--- src/rtl/pic_pkg.sv ---
package pic_pkg;
    localparam int CH_N    = 8;
    localparam int CH_W    = $clog2(CH_N);
    localparam int DATA_W  = 8;
    localparam int BASE_W  = DATA_W - CH_W;
    localparam int LVL_N   = 22;
    localparam int LVL_W   = $clog2(LVL_N + 1);
    localparam int ADDR_W  = 3;

    // master channels fed by the slave outputs
    localparam int M_CAS1 = 2;
    localparam int M_CAS2 = 5;

    // level ranges occupied by the cascaded groups
    localparam int LVL_S1_FIRST = 3;
    localparam int LVL_S2_FIRST = 13;
    localparam int LVL_S2_LAST  = LVL_S2_FIRST + CH_N - 1;

    // register addresses
    localparam logic [ADDR_W-1:0] ADR_MSK_M = 3'd0;
    localparam logic [ADDR_W-1:0] ADR_BASE0 = 3'd3;
    localparam logic [ADDR_W-1:0] ADR_EOI   = 3'd6;

    localparam logic [CH_W-1:0] SPUR_CH = '1;

    typedef enum logic [1:0] {
        CTL_MST = 2'd0,
        CTL_SL1 = 2'd1,
        CTL_SL2 = 2'd2
    } ctl_e;

    typedef struct packed {
        ctl_e            ctl;
        logic [CH_W-1:0] ch;
    } src_t;

    // controller and channel that finally serve a given level
    function automatic src_t lvl_src(input logic [LVL_W-1:0] lvl, input logic compat);
        src_t s;
        s.ctl = CTL_MST;
        s.ch  = '0;
        if (lvl == 5'd2) begin
            s.ch = 3'd1;
        end else if (lvl >= 5'd3 && lvl <= 5'd10) begin
            s.ctl = CTL_SL1;
            s.ch  = CH_W'(lvl - 5'd3);
        end else if (lvl == 5'd11) begin
            s.ch = 3'd3;
        end else if (lvl == 5'd12) begin
            s.ch = 3'd4;
        end else if (lvl >= 5'd13 && lvl <= 5'd20) begin
            if (compat) begin
                s.ch = CH_W'(M_CAS2);
            end else begin
                s.ctl = CTL_SL2;
                s.ch  = CH_W'(lvl - 5'd13);
            end
        end else if (lvl == 5'd21) begin
            s.ch = 3'd6;
        end else if (lvl == 5'd22) begin
            s.ch = 3'd7;
        end
        return s;
    endfunction

    // bit i set for every level 1..lvl (bit i stands for level i+1)
    function automatic logic [LVL_N-1:0] upto_mask(input logic [LVL_W-1:0] lvl);
        logic [LVL_N-1:0] m;
        for (int i = 0; i < LVL_N; i++) begin
            m[i] = (LVL_W'(i) < lvl);
        end
        return m;
    endfunction
endpackage

--- src/rtl/pic_regs.sv ---
module pic_regs
    import pic_pkg::*;
(
    input  logic                          clk_i,
    input  logic                          rst_ni,
    input  logic                          wr_en_i,
    input  logic [ADDR_W-1:0]             wr_addr_i,
    input  logic [DATA_W-1:0]             wr_data_i,
    output logic [CH_N-1:0]               mask_mst_o,
    output logic [CH_N-1:0]               mask_s1_o,
    output logic [CH_N-1:0]               mask_s2_o,
    output logic [BASE_W-1:0]             base_mst_o,
    output logic [BASE_W-1:0]             base_s1_o,
    output logic [BASE_W-1:0]             base_s2_o,
    output logic                          eoi_vld_o,
    output logic [LVL_W-1:0]              eoi_lvl_o
);
    localparam int CTL_N = 3;

    typedef struct packed {
        logic [CTL_N-1:0][CH_N-1:0]   msk;
        logic [CTL_N-1:0][BASE_W-1:0] base;
    } regs_t;

    localparam regs_t REGS_RST = '{msk: '1, base: '0};

    regs_t regs_d, regs_q;

    always_comb begin
        regs_d = regs_q;
        if (wr_en_i) begin
            if (wr_addr_i < ADR_BASE0) begin
                regs_d.msk[2'(wr_addr_i)] = wr_data_i[CH_N-1:0];
            end else if (wr_addr_i < ADR_EOI) begin
                regs_d.base[2'(wr_addr_i - ADR_BASE0)] = wr_data_i[DATA_W-1 -: BASE_W];
            end
        end
    end

    always_ff @(posedge clk_i or negedge rst_ni) begin
        if (!rst_ni) begin
            regs_q <= REGS_RST;
        end else begin
            regs_q <= regs_d;
        end
    end

    assign mask_mst_o = regs_q.msk[0];
    assign mask_s1_o  = regs_q.msk[1];
    assign mask_s2_o  = regs_q.msk[2];
    assign base_mst_o = regs_q.base[0];
    assign base_s1_o  = regs_q.base[1];
    assign base_s2_o  = regs_q.base[2];

    assign eoi_lvl_o = wr_data_i[LVL_W-1:0];
    assign eoi_vld_o = wr_en_i && (wr_addr_i == ADR_EOI) &&
                       (eoi_lvl_o != '0) && (eoi_lvl_o <= LVL_W'(LVL_N));

    assert_mask_write_R3: assert property (@(posedge clk_i) disable iff (!rst_ni)
        wr_en_i && wr_addr_i == ADR_MSK_M |=> mask_mst_o == $past(wr_data_i[CH_N-1:0]));
endmodule

--- src/rtl/pic_level_map.sv ---
module pic_level_map
    import pic_pkg::*;
(
    input  logic              compat_i,
    input  logic [CH_N-1:0]   mst_req_i,
    input  logic [CH_N-1:0]   s1_req_i,
    input  logic [CH_N-1:0]   s2_req_i,
    input  logic [CH_N-1:0]   mask_mst_i,
    input  logic [CH_N-1:0]   mask_s1_i,
    input  logic [CH_N-1:0]   mask_s2_i,
    output logic [LVL_N-1:0]  pend_o
);
    logic [CH_N-1:0] s1_live, s2_live;
    logic            s1_open, s2_open, direct5;
    logic            unused_cas_in;

    assign s1_live = s1_req_i & ~mask_s1_i;
    assign s2_live = s2_req_i & ~mask_s2_i;
    assign s1_open = ~mask_mst_i[M_CAS1];
    assign s2_open = ~mask_mst_i[M_CAS2];
    assign direct5 = mst_req_i[M_CAS2] & s2_open;

    // channel 2 of the master is always the cascade input
    assign unused_cas_in = mst_req_i[M_CAS1];

    assign pend_o[0]  = mst_req_i[0] & ~mask_mst_i[0];
    assign pend_o[1]  = mst_req_i[1] & ~mask_mst_i[1];
    assign pend_o[10] = mst_req_i[3] & ~mask_mst_i[3];
    assign pend_o[11] = mst_req_i[4] & ~mask_mst_i[4];
    assign pend_o[20] = mst_req_i[6] & ~mask_mst_i[6];
    assign pend_o[21] = mst_req_i[7] & ~mask_mst_i[7];

    for (genvar c = 0; c < CH_N; c++) begin : g_s1
        assign pend_o[LVL_S1_FIRST - 1 + c] = s1_live[c] & s1_open;
    end

    for (genvar c = 0; c < CH_N; c++) begin : g_s2
        if (c == 0) begin : g_head
            assign pend_o[LVL_S2_FIRST - 1 + c] = compat_i ? direct5 : (s2_live[c] & s2_open);
        end else begin : g_tail
            assign pend_o[LVL_S2_FIRST - 1 + c] = ~compat_i & s2_live[c] & s2_open;
        end
    end
endmodule

--- src/rtl/pic_prio_pick.sv ---
module pic_prio_pick #(
    parameter int N = pic_pkg::LVL_N,
    parameter int W = pic_pkg::LVL_W
) (
    input  logic [N-1:0] pend_i,
    input  logic [N-1:0] isr_i,
    output logic         hit_o,
    output logic [W-1:0] lvl_o
);
    logic [N-1:0] elig;
    logic         blk;

    always_comb begin
        blk  = 1'b0;
        elig = '0;
        for (int i = 0; i < N; i++) begin
            blk     = blk | isr_i[i];
            elig[i] = pend_i[i] & ~blk;
        end
        lvl_o = '0;
        for (int i = N - 1; i >= 0; i--) begin
            if (elig[i]) begin
                lvl_o = W'(i + 1);
            end
        end
    end

    assign hit_o = |elig;
endmodule

--- src/rtl/cascade_pic.sv ---
module cascade_pic
    import pic_pkg::*;
(
    input  logic                 clk_i,
    input  logic                 rst_ni,
    input  logic                 mode_compat_i,
    input  logic [CH_N-1:0]      mst_req_i,
    input  logic [CH_N-1:0]      s1_req_i,
    input  logic [CH_N-1:0]      s2_req_i,
    input  logic                 wr_en_i,
    input  logic [ADDR_W-1:0]    wr_addr_i,
    input  logic [DATA_W-1:0]    wr_data_i,
    input  logic                 ack_i,
    output logic                 cpu_int_o,
    output logic [LVL_W-1:0]     win_level_o,
    output logic                 vec_vld_o,
    output logic [DATA_W-1:0]    vector_o
);
    typedef struct packed {
        logic [LVL_N-1:0]  isr;
        logic              vld;
        logic [DATA_W-1:0] vec;
    } state_t;

    localparam state_t STATE_RST = '{isr: '0, vld: 1'b0, vec: '0};

    logic [CH_N-1:0]   mask_mst, mask_s1, mask_s2;
    logic [BASE_W-1:0] base_mst, base_s1, base_s2, ack_base;
    logic              eoi_vld;
    logic [LVL_W-1:0]  eoi_lvl;
    logic [LVL_N-1:0]  pend;
    logic              hit;
    logic [LVL_W-1:0]  win;
    src_t              ack_src;
    state_t            st_d, st_q;

    pic_regs u_regs (
        .clk_i      (clk_i),
        .rst_ni     (rst_ni),
        .wr_en_i    (wr_en_i),
        .wr_addr_i  (wr_addr_i),
        .wr_data_i  (wr_data_i),
        .mask_mst_o (mask_mst),
        .mask_s1_o  (mask_s1),
        .mask_s2_o  (mask_s2),
        .base_mst_o (base_mst),
        .base_s1_o  (base_s1),
        .base_s2_o  (base_s2),
        .eoi_vld_o  (eoi_vld),
        .eoi_lvl_o  (eoi_lvl)
    );

    pic_level_map u_map (
        .compat_i   (mode_compat_i),
        .mst_req_i  (mst_req_i),
        .s1_req_i   (s1_req_i),
        .s2_req_i   (s2_req_i),
        .mask_mst_i (mask_mst),
        .mask_s1_i  (mask_s1),
        .mask_s2_i  (mask_s2),
        .pend_o     (pend)
    );

    pic_prio_pick #(.N(LVL_N), .W(LVL_W)) u_pick (
        .pend_i (pend),
        .isr_i  (st_q.isr),
        .hit_o  (hit),
        .lvl_o  (win)
    );

    assign ack_src = lvl_src(win, mode_compat_i);

    always_comb begin
        case (ack_src.ctl)
            CTL_SL1: ack_base = base_s1;
            CTL_SL2: ack_base = base_s2;
            default: ack_base = base_mst;
        endcase
    end

    always_comb begin
        st_d     = st_q;
        st_d.vld = ack_i;
        if (eoi_vld) begin
            st_d.isr[eoi_lvl - 5'd1] = 1'b0;
        end
        if (ack_i) begin
            if (hit) begin
                st_d.isr[win - 5'd1] = 1'b1;
                st_d.vec = {ack_base, ack_src.ch};
            end else begin
                st_d.vec = {base_mst, SPUR_CH};
            end
        end
    end

    always_ff @(posedge clk_i or negedge rst_ni) begin
        if (!rst_ni) begin
            st_q <= STATE_RST;
        end else begin
            st_q <= st_d;
        end
    end

    assign cpu_int_o   = hit;
    assign win_level_o = win;
    assign vec_vld_o   = st_q.vld;
    assign vector_o    = st_q.vec;

    assert_winner_pending_R3: assert property (@(posedge clk_i) disable iff (!rst_ni)
        cpu_int_o |-> pend[win_level_o - 5'd1]);

    assert_idle_no_level_R6: assert property (@(posedge clk_i) disable iff (!rst_ni)
        !cpu_int_o |-> win_level_o == '0);

    assert_inservice_blocks_R6: assert property (@(posedge clk_i) disable iff (!rst_ni)
        cpu_int_o |-> (st_q.isr & upto_mask(win_level_o)) == '0);

    assert_compat_quiet_R4: assert property (@(posedge clk_i) disable iff (!rst_ni)
        mode_compat_i |-> pend[LVL_S2_LAST-1:LVL_S2_FIRST] == '0);

    assert_ack_sets_isr_R5: assert property (@(posedge clk_i) disable iff (!rst_ni)
        ack_i && cpu_int_o |=> st_q.isr[$past(win_level_o) - 5'd1]);

    assert_vld_follows_ack_R5: assert property (@(posedge clk_i) disable iff (!rst_ni)
        ack_i |=> vec_vld_o);

    assert_vld_quiet_R5: assert property (@(posedge clk_i) disable iff (!rst_ni)
        !ack_i |=> !vec_vld_o);

    assert_eoi_clears_R7: assert property (@(posedge clk_i) disable iff (!rst_ni)
        eoi_vld && !(ack_i && cpu_int_o && win_level_o == eoi_lvl)
        |=> !st_q.isr[$past(eoi_lvl) - 5'd1]);

    assert_spurious_R8: assert property (@(posedge clk_i) disable iff (!rst_ni)
        ack_i && !cpu_int_o && !eoi_vld |=> st_q.isr == $past(st_q.isr) && vector_o[CH_W-1:0] == SPUR_CH);
endmodule

--- config.mk ---
export PLATFORM = sky130hd
export DESIGN_NAME = cascade_pic
export DESIGN_NICKNAME = d
export VERILOG_FILES = /design/src/rtl/pic_pkg.sv /design/src/rtl/pic_regs.sv /design/src/rtl/pic_level_map.sv /design/src/rtl/pic_prio_pick.sv /design/src/rtl/cascade_pic.sv
export SDC_FILE = /design/constraint.sdc
export NUM_CORES = 1
export LEC_CHECK = 0
export ABC_CLOCK_PERIOD_IN_PS = 7000
export BUFFER_PORTS_ARGS = -buffer_cell sky130_fd_sc_hd__buf_4
export CORE_MARGIN = 2
export CORE_UTILIZATION = 40
export CTS_CLUSTER_SIZE = 14
export DETAILED_ROUTE_END_ITERATION = 12
export GPL_ROUTABILITY_DRIVEN = 0
export SLEW_MARGIN = 20
export SYNTH_ARGS = -nofsm -noshare
export SYNTH_HDL_FRONTEND = slang
export SYNTH_SLANG_ARGS = --single-unit
--- constraint.sdc ---
create_clock -name clk_i -period 7 [get_ports clk_i]
set_clock_uncertainty 0.05 [all_clocks]
set_input_delay 0 -clock clk_i [delete_from_list [all_inputs] [get_ports clk_i]]
set_output_delay 0 -clock clk_i [all_outputs]
set_load 0.03 [all_outputs]
---- Word-level counts from Yosys, hierarchy flattened ----
Index checks and enable logic that the tools add are counted.
operators by class
  add/subtract/negate cells ............... 5
  multiplexer cells ....................... 51
  bitwise gates (word level) .............. 112
  $lt $le $gt $ge ......................... 15
  eq/ne operators ......................... 8
  reductions and logical operators ........ 13
operator list
  operator                                             count
  2-to-1 mux 5 bit                                     24
  2-to-1 mux 22 bit                                    3
  bitwise AND 1 bit                                    52
  inverter 1 bit                                       32
  bitwise mux 24 bit                                   1
  bitwise AND 22 bit                                   1
  inverter 22 bit                                      1
  bitwise OR 22 bit                                    1
  OR reduction 22 bit                                  1
  2-to-1 mux 3 bit                                     7
  bitwise OR 1 bit                                     21
  bitwise AND 8 bit                                    2
  demux 8 bit (select 2 bit)                           1
  2-to-1 mux 8 bit                                     2
  inverter 8 bit                                       2
  bitwise mux 15 bit                                   1
  < comparator 5 x 6 -> 1 bit, second input constant   2
  demux 1 bit (select 5 bit)                           2
  demux 5 bit (select 2 bit)                           1
  == test 5 x 4 -> 1 bit, second input constant        2
  == test 5 bit, second input constant                 2
  >= comparator 5 x 1 -> 1 bit, second input constant  2
  <= comparator 5 bit, second input constant           2
  2-to-1 mux 2 bit                                     5
  other kinds (21)                                     34
word-level totals
  register bits ........................... 70
  logic and storage cells ................. 213
  input port bits ......................... 40

---- Longest topological paths before layout ----
Gate-level depths: netlist of run 1.
  depth in word-level cells ............... 56
  depth in mapped cells ................... 18

---- Modules after synthesis ----
A second synthesis of run 1 with hierarchy kept.
second synthesis, totals
  cell total of the unflattened synthesis .. 425
  area total of the unflattened synthesis .. 4,423.0 sq um
by module, submodules not included
  module         cells an instance  instances  area an instance (sq um)
  cascade_pic    209                1          1,950.6
  pic_regs       96                 1          1,607.8
  pic_prio_pick  93                 1          640.6
  pic_level_map  27                 1          224.0

---- Worst setup path after synthesis of run 1 ----
Ideal clock, no wire load.
  kind .................................... register -> register
  from .................................... register st_q[20] (netlist name)
  to ...................................... register st_q, in the netlist vector_o[3]
  arrival ................................. 4,372 ps
  cell stages (with the launch flop) ...... 18
  buffers on the path ..................... 1
  clock period less this slack ............ 4,547 ps
  library setup time ...................... 125 ps
  setup slack ............................. 2,453 ps
  path through ............................ dfrtp_1 or3_1 clkbuf_1 nor2_1 or4b_1 a211o_1 a21oi_1 a21oi_1 inv_1 ha_1 a21oi_1 o21ai_1 o311ai_4 a21oi_1 ha_1 nor2_1 mux2_2 mux2_2
RTL lines
  item                                                                 RTL line             RTL
  start: declaration                                                   cascade_pic.sv:35    state_t st_d, st_q;
  start signal: assignment                                             cascade_pic.sv:101   st_q <= st_d;
  bitwise OR 1 bit (*)                                                 pic_prio_pick.sv:17  blk = blk | isr_i[i];
  bitwise OR 1 bit (9 in a row)                                        pic_prio_pick.sv:17
  inverter 1 bit                                                       pic_prio_pick.sv:18  elig[i] = pend_i[i] & ~blk;
  bitwise AND 1 bit                                                    pic_prio_pick.sv:18
  2-to-1 mux 5 bit (9 in a row)                                        pic_prio_pick.sv:22  if (elig[i]) begin
  2-to-1 mux 5 bit (*) (12 in a row)                                   pic_prio_pick.sv:22
  net win_level_o[0]                                                   cascade_pic.sv:15    output logic [LVL_W-1:0] win_level_o,
  >= comparator 5 x 4 -> 1 bit or <= comparator 5 bit (tied branches)  pic_pkg.sv:51        end else if (lvl >= 5'd13 && lvl <= 5'd20) begin
  logical AND 1 bit                                                    pic_pkg.sv:51
  2-to-1 mux 2 bit                                                     pic_pkg.sv:51
  2-to-1 mux 2 bit                                                     pic_pkg.sv:49        end else if (lvl == 5'd12) begin
  2-to-1 mux 2 bit                                                     pic_pkg.sv:47        end else if (lvl == 5'd11) begin
  2-to-1 mux 5 bit                                                     pic_pkg.sv:44        end else if (lvl >= 5'd3 && lvl <= 5'd10) begin
  2-to-1 mux 2 bit (*)                                                 pic_pkg.sv:42        if (lvl == 5'd2) begin
  == test 2 bit or == test 2 x 1 -> 1 bit (tied branches)              cascade_pic.sv:74    case (ack_src.ctl)
  case mux 5 bit (2 select lines) (*)                                  cascade_pic.sv:74
  2-to-1 mux 8 bit (*)                                                 cascade_pic.sv:88    if (hit) begin
Mark *: on every way through the listed nets, which the timed path passes. The rest lies on a longest branch.
A chain may end at the register's enable or synchronous reset.

---- Worst setup path in the final report of run 1 ----
  from .................................... register st_q[20] (netlist name)
  to ...................................... register st_q, in the netlist vector_o[3]
between the ends
  word-level cells in the longest chain between the ends .. 45
ends and longest elaborated chain
  item                                                                 RTL line
  bitwise OR 1 bit (*)                                                 pic_prio_pick.sv:17
  bitwise OR 1 bit (10 in a row)                                       pic_prio_pick.sv:17
  inverter 1 bit                                                       pic_prio_pick.sv:18
  bitwise AND 1 bit                                                    pic_prio_pick.sv:18
  2-to-1 mux 5 bit (22 in a row)                                       pic_prio_pick.sv:22
  >= comparator 5 x 4 -> 1 bit or <= comparator 5 bit (tied branches)  pic_pkg.sv:51
  logical AND 1 bit                                                    pic_pkg.sv:51
  2-to-1 mux 2 bit                                                     pic_pkg.sv:51
  2-to-1 mux 2 bit                                                     pic_pkg.sv:49
  2-to-1 mux 2 bit                                                     pic_pkg.sv:47
  2-to-1 mux 5 bit                                                     pic_pkg.sv:44
  2-to-1 mux 2 bit                                                     pic_pkg.sv:42
  == test 2 bit or == test 2 x 1 -> 1 bit (tied branches)              cascade_pic.sv:74
  case mux 5 bit (2 select lines)                                      cascade_pic.sv:74
  2-to-1 mux 8 bit (*)                                                 cascade_pic.sv:88
Mark *: on every way between the ends. The rest lies on a longest branch, timed or not.

==> flow_metrics.py, run 1 <==
metrics = {
    "outcome": {
        "outcome": "completed",
    },
    "synth": {
        "ffs_latches_synth": 70,
        "postSynth.asyncResetShare_pct": 100,
        "synth_fp_nets": 502,
        "post_synth_num_cell_types": 72,
        "synth_enable_flop_cells": 0,
        "syn-instance-count": 452,
        "sequential_cell_area_fraction_in_the_yosys_report_pct": 39.7,
        "ys.warnings.count": 0,
        "postSynthAreaPerCell_um2": 9.92,
        "mappedNetlistArea_um2": 4480,
        "ys_dominant_reg_cell": "sky130_fd_sc_hd__dfrtp_1",
    },
    "route": {
        "ant_nets": 0,
        "drt_first_pass_iters": 5,
        "vias": 3955,
        "drtIter0Drc": 337,
        "drc": 0,
        "final_routed_wirelength_um": 12700,
        "wl_per_cell_um": 19.4,
        "detail_route.vias_per_cell": 6.05,
    },
    "floorplanning": {
        "initial_utilization_pct": 41.2,
        "die_w_um": 110,
        "io-pin-count": 55,
        "die_h_um": 110,
        "row_count": 38,
        "die_area_um2": 12100,
        "core_area_um2": 10900,
    },
    "global_routing": {
        "via_count_of_the_first_global_routing_pass": 3773,
        "grt.overflow.total": 0,
        "antenna_violations_before_repair": 0,
        "track_usage_pct": 22.2,
        "grt_first_pass_wirelength_um": 20100,
        "pin_count_of_the_biggest_net_entering_global_routing": 71,
    },
    "clock_tree": {
        "cts_resized": 0,
        "cts_root_buffer": "sky130_fd_sc_hd__clkbuf_8",
        "cts_max_path_buffers": 2,
        "clkTransAtPathRegs_ns": 0.08,
        "clock_tree_from_tritoncts": "built",
        "clk_latency_ns": 0.36,
        "clock-sinks": 70,
        "cts.repair_timing.setup_buffer_count": 0,
        "ctsHtreeMaxLevel": 3,
        "cts-buffers-inserted": 9,
    },
    "layout": {
        "fillers": 1028,
        "layout_cell_share_with_drive_strength_beyond_1_pct": 30.5,
        "design.final.nets": 559,
        "flow.area_growth_from_synthesis_pct": 16.8,
        "diodes": 0,
    },
    "worst_setup_path": {
        "worst_path_largest_cell_delay_ns": 0.52,
        "crit_type": "flop to flop",
        "crit_path_max_fanout": 8,
        "critical_path_required_ns": 7.19,
        "crit_path_cell_trace": "or3_1 -> nor2_1 -> or4b_1 -> a211o_1 -> a21oi_1 -> a21oi_1 -> inv_1 -> ha_1 -> a21oi_1 -> o21ai_1 -> o311ai_4 -> a21oi_1 -> ha_1 -> nor2_1 -> mux2_2 -> mux2_2",
        "critPathLaunchType": "flop",
        "crit_slowest_cell": "sky130_fd_sc_hd__or3_1",
        "reg2reg_setup_slack_ns": 1.96,
        "critical_path_arrival_ns": 5.23,
        "crit_top_cell": "sky130_fd_sc_hd__a21oi_1",
        "worst_setup_path_end_kind": "flop",
    },
    "job": {
        "max_capacitance_violation_count": 0,
    },
    "min_path": {
        "min-delay-path-class": "input port to flop",
    },
    "power": {
        "pwr_density_cell_nw_per_um2": 346,
        "static-leakage-power_nw": 2.10,
        "ir_worst_vdd_uv": 165,
    },
    "sta": {
        "relSlewSlack_pct": 36.6,
        "worstMarginPinSlew_ns": 0.939,
        "final_max_slew_viol_count": 0,
        "setup_viol_count_final": 0,
        "final-hold-violation-count": 0,
        "achievable-frequency_mhz": 198,
        "hold_slack_final_ns": 0.0643,
        "grt_setup_unrepaired": "false",
        "post-route-period-util_pct": 72.1,
        "time_the_worst_path_needs_with_i_o_delays_and_setup_ns": 5.04,
        "timing.setup.tns_ns": 0,
    },
    "placed_design": {
        "port_buffers": 53,
        "hpwl_um": 9570,
    },
}
-- critical path: cells and delay by family, from the launching register on --
| kind | cells | cell delay [ns] |
|---|---|---|
| DFF | 1 | 0.46 |
| buffers and inverters | 1 | 0.23 |
| adders and majority gates | 2 | 0.53 |
| muxes | 2 | 0.66 |
| and+or+nand+nor | 4 | 1.58 |
| AOI/OAI and AO/OA | 7 | 1.43 |
-- metal layers --
metal	wire length [µm]	vias to the layer above	GRT usage (%)
li1	-	1842	-
met4	332	0	10.3
met2	5810	135	34.2
met1	6050	1954	31.2
met5	0	-	0
met3	518	24	2.31
-- per-stage QoR --
stage | utilization, % | setup slack [ns] | total power [mW] | cells | instance area [µm²]
after floorplan | - | 2.45 | 1.27 | 452 | 4480
after global placement | 45.7 | 2.08 | 1.49 | 628 | 4970
after detailed placement | 45.7 | 1.94 | 1.51 | 628 | 4970
after CTS | 48.1 | 1.93 | 1.81 | 654 | 5240
after global routing | 48.1 | 1.61 | 1.93 | 654 | 5240
final | 48.1 | 1.96 | 1.81 | 654 | 5240
-- sequential cells by signal (all words and copies together), names as in the netlist --
| name | cells |
|---|---|
| st_q | 22 |
| u_regs.base_mst_o | 5 |
| u_regs.base_s1_o | 5 |
| u_regs.base_s2_o | 5 |
| u_regs.mask_mst_o | 8 |
| u_regs.mask_s1_o | 8 |
| u_regs.mask_s2_o | 8 |
| vec_vld_o | 1 |
| vector_o | 8 |
-- Yosys cell counts, drive strengths merged (3+ instances only) --
cell / count / area share, %
o21ai: 56 / 6.3
mux2: 48 / 12
dfrtp: 46 / 26
nor2: 26 / 2.2
nand2: 25 / 2.1
dfstp: 24 / 14
nand3: 18 / 2.0
a21oi: 16 / 1.8
inv: 12 / 1.0
clkbuf: 11 / 0.92
ha: 10 / 2.8
nor3: 10 / 1.4
buf: 8 / 1.3
nand2b: 8 / 1.1
or3b: 8 / 1.6
nand3b: 7 / 1.2
or4: 7 / 1.3
a31oi: 6 / 0.84
nor2b: 6 / 0.84
nor3b: 6 / 1.1
nor4: 6 / 0.98
a22o: 5 / 0.98
nand4: 5 / 0.70
nor4b: 5 / 0.98
o311ai: 5 / 1.4
or3: 5 / 0.70
or4b: 5 / 1.1
mux2i: 4 / 0.89
o211ai: 4 / 0.78
a2111oi: 3 / 1.0
a21o: 3 / 0.50
and4: 3 / 0.59
nand4b: 3 / 0.59
o31ai: 3 / 0.50
-- cell usage in the layout (no fill, tap or decap), drive strengths merged, types with 3 or more instances in the layout --
master       count
a2111oi          3
a21o             3
a21oi           16
a22o             5
a31oi            6
and4             3
buf             55
clkbuf          12
clkinv           3
dfrtp           46
dfstp           24
dlygate4sd3     10
ha              10
inv             12
mux2            48
mux2i            4
nand2           25
nand2b           8
nand3           18
nand3b           7
nand4            5
nand4b           3
nor2            26
nor2b            6
nor3            10
nor3b            6
nor4             6
nor4b            5
o211ai           4
o21ai           56
o311ai           5
o31ai            3
or3              5
or3b             8
or4              7
or4b             5
-- worst paths after layout --
| check | from | cells after the start | to |
|---|---|---|---|
| min in group asynchronous | rst_ni | 2 | st_q[20] |
| worst min-delay path | wr_addr_i[2] | 5 | u_regs.mask_mst_o[6] |
| max in group asynchronous | rst_ni | 2 | vector_o[3] |
| worst min register to register | u_regs.base_mst_o[2] | 1 | u_regs.base_mst_o[2] |
| worst max-delay path | st_q[20] | 16 | vector_o[3] |
| worst max register to register | st_q[20] | 16 | vector_o[3] |
-- final cells by class --
cell class | instances | area [µm²] | share of cell area, %
Multi-Input combinational cell | 351 | 2560 | 48.8
Sequential cell | 70 | 1780 | 34.0
Timing Repair Buffer | 65 | 513 | 9.79
Tap cell | 140 | 175 | 3.34
Clock buffer | 12 | 145 | 2.77
Inverter | 12 | 45.0 | 0.860
Clock inverter | 4 | 22.5 | 0.430
-- kinds of logic after synthesis --
group           after synthesis  share of synthesized area (%)
simple gates                162                           21.9
compound gates              124                           18.6
flops                        70                           39.7
mux                          52                           12.9
buf+inv                      31                           3.26
fa+ha+maj                    10                           2.79
xor+xnor                      3                          0.754
-- power breakdown --
group	switching, mW	internal, mW
clock	0.155	0.137
combinational	0.511	0.331
sequential	0.122	0.555
total	0.788	1.02
-- repair_timing --
item / 4_1_cts / 5_1_grt
setup endpoints to repair: 0 / 0
endpoints found under the hold margin: 94 / 0
hold buffers: 10 / 0
(Power assumes the default switching activity.)
==> run 2, diff against run 1 <==
Settings changed: ABC_CLOCK_PERIOD_IN_PS 7000 to 4320.
Clock period 7 ns to 4.32 ns, I/O delays scaled along.
==> flow_metrics.py, run 2 (synthesis results as in run 1) <==
metrics = {
    "floorplanning": {
        "die_area_um2": 12100,
        "io-pin-count": 55,
        "die_w_um": 110,
        "initial_utilization_pct": 41.2,
        "die_h_um": 110,
        "row_count": 38,
        "core_area_um2": 10900,
    },
    "clock_tree": {
        "cts_root_buffer": "sky130_fd_sc_hd__clkbuf_8",
        "ctsHtreeMaxLevel": 3,
        "cts_max_path_buffers": 2,
        "cts-buffers-inserted": 9,
        "clock-sinks": 70,
        "clkTransAtPathRegs_ns": 0.08,
        "clock_tree_from_tritoncts": "built",
        "clk_latency_ns": 0.35,
        "cts.repair_timing.setup_buffer_count": 0,
    },
    "placed_design": {
        "port_buffers": 53,
        "placed_cells_incl_taps": 662,
        "hpwl_um": 10200,
        "place_ws_ns": 0.0599,
    },
    "sta": {
        "timing.setup.tns_ns": 0,
        "finalWorstSetupSlack_ns": 0.192,
        "final_max_slew_viol_count": 0,
        "relSlewSlack_pct": 24.0,
        "time_the_worst_path_needs_with_i_o_delays_and_setup_ns": 4.13,
        "post-route-period-util_pct": 95.6,
        "final-hold-violation-count": 0,
        "setup_viol_count_final": 0,
        "hold_slack_final_ns": 0.0193,
        "worstMarginPinSlew_ns": 1.13,
        "achievable-frequency_mhz": 242,
    },
    "worst_setup_path": {
        "reg2reg_setup_slack_ns": 0.19,
        "crit_slowest_cell": "sky130_fd_sc_hd__a2111oi_4",
        "cpLargestDelayFamily": "compound AO/OA/AOI/OAI gates",
        "path_buf_inv": 3,
        "critical_path_arrival_ns": 4.31,
        "worst_setup_path_end_kind": "flop",
        "critPathLaunchType": "flop",
        "critical_path_required_ns": 4.50,
        "worst_path_largest_cell_delay_ns": 0.54,
        "crit_path_max_fanout": 5,
        "crit_path_cell_trace": "or3b_1 -> a2111oi_4 -> buf_4 -> or4_1 -> nand4_1 -> o211ai_2 -> inv_1 -> buf_4 -> ha_1 -> o311ai_4 -> a21oi_2 -> ha_1 -> nor2_4 -> mux2_2 -> mux2_2",
        "crit_type": "flop to flop",
    },
    "power": {
        "static-leakage-power_nw": 2.28,
        "ir_worst_vdd_uv": 230,
        "pwr_density_cell_nw_per_um2": 582,
    },
    "layout": {
        "layout_cell_share_with_drive_strength_beyond_1_pct": 35.8,
        "design.final.nets": 593,
        "regArea_um2": 1780,
        "layout.cells.most_common": "sky130_fd_sc_hd__buf_4",
        "fillers": 1028,
        "multiInputGateArea_um2": 2600,
        "final_cell_mix": "sky130_fd_sc_hd__buf_4 (89), sky130_fd_sc_hd__mux2_2 (48), sky130_fd_sc_hd__dfrtp_1 (46)",
        "diodes": 0,
        "layout.cells.non_filler": 688,
        "post-route-util_pct": 51.0,
        "largest_register_ff_count": 22,
        "largest_register": "st_q",
        "flow.area_growth_from_synthesis_pct": 23.8,
    },
    "min_path": {
        "min-delay-path-class": "input port to flop",
    },
    "global_routing": {
        "grt.overflow.total": 0,
        "grt_first_pass_wirelength_um": 21000,
        "track_usage_pct": 23.4,
        "antenna_violations_before_repair": 0,
        "pin_count_of_the_biggest_net_entering_global_routing": 71,
        "via_count_of_the_first_global_routing_pass": 3878,
    },
    "route": {
        "drc": 0,
        "final_routed_wirelength_um": 13200,
        "detail_route.vias_per_cell": 5.90,
        "drtIter0Drc": 289,
        "drt_first_pass_iters": 5,
        "ant_nets": 0,
        "wl_per_cell_um": 19.2,
        "vias": 4058,
    },
    "job": {
        "max_capacitance_violation_count": 0,
    },
    "outcome": {
        "outcome": "completed",
    },
}
## run 2: changes by cell type in the layout (fill, tap and decap cells not counted), moves of 2 or more
cell,delta
sky130_fd_sc_hd__clkinv_2,-2
sky130_fd_sc_hd__nor4_1,-2
sky130_fd_sc_hd__a21oi_1,-3
sky130_fd_sc_hd__buf_4,+34
sky130_fd_sc_hd__clkbuf_1,+3
sky130_fd_sc_hd__a21oi_2,+3
## run 2: power by group
part	total, mW	switching (mW)	internal, mW
clock	0.507	0.240	0.267
combinational	1.67	0.957	0.718
sequential	1.05	0.147	0.899
## run 2: final timing paths
path | cells past startpoint | startpoint | to
hold reg to reg | 1 | u_regs.base_s2_o[3] | u_regs.base_s2_o[3]
hold / removal | 2 | wr_data_i[4] | u_regs.base_mst_o[1]
setup reg to reg | 15 | u_regs.mask_s2_o[0] | vector_o[5]
setup / recovery | 15 | u_regs.mask_s2_o[0] | vector_o[5]
min in group asynchronous | 2 | rst_ni | st_q[17]
max in group asynchronous | 2 | rst_ni | u_regs.base_s2_o[1]
## run 2: timing repair
| item | 4_1_cts | 5_1_grt |
|---|---|---|
| hold buffers | 10 | 0 |
| endpoints found under the setup margin | 0 | 5 |
| endpoints found under the hold margin | 82 | 0 |
| resized for setup | 0 | 7 |
## run 2: layout make-up
type                            instances  share of cell area (%)
Multi-Input combinational cell        351                    46.9
Sequential cell                        70                    32.1
Timing Repair Buffer                   99                    13.8
Tap cell                              140                    3.16
Clock buffer                           14                    2.57
Inverter                               12                   0.812
Clock inverter                          2                   0.631
## run 2: through the flow
stage                     total power, mW  area (µm²)
after floorplan                      2.07        4490
final                                3.23        5550
after detailed placement             2.66        5230
after global placement               2.64        5230
after global routing                 3.43        5550
after CTS                            3.19        5510
## run 2: routing by layer
layer / GRT usage, % / vias up / wire length (µm)
li1: - / 1915 / -
met4: 6.78 / 0 / 170
met1: 32.8 / 1990 / 6130
met5: 0 / - / 0
met3: 4.33 / 15 / 792
met2: 36.9 / 138 / 6130
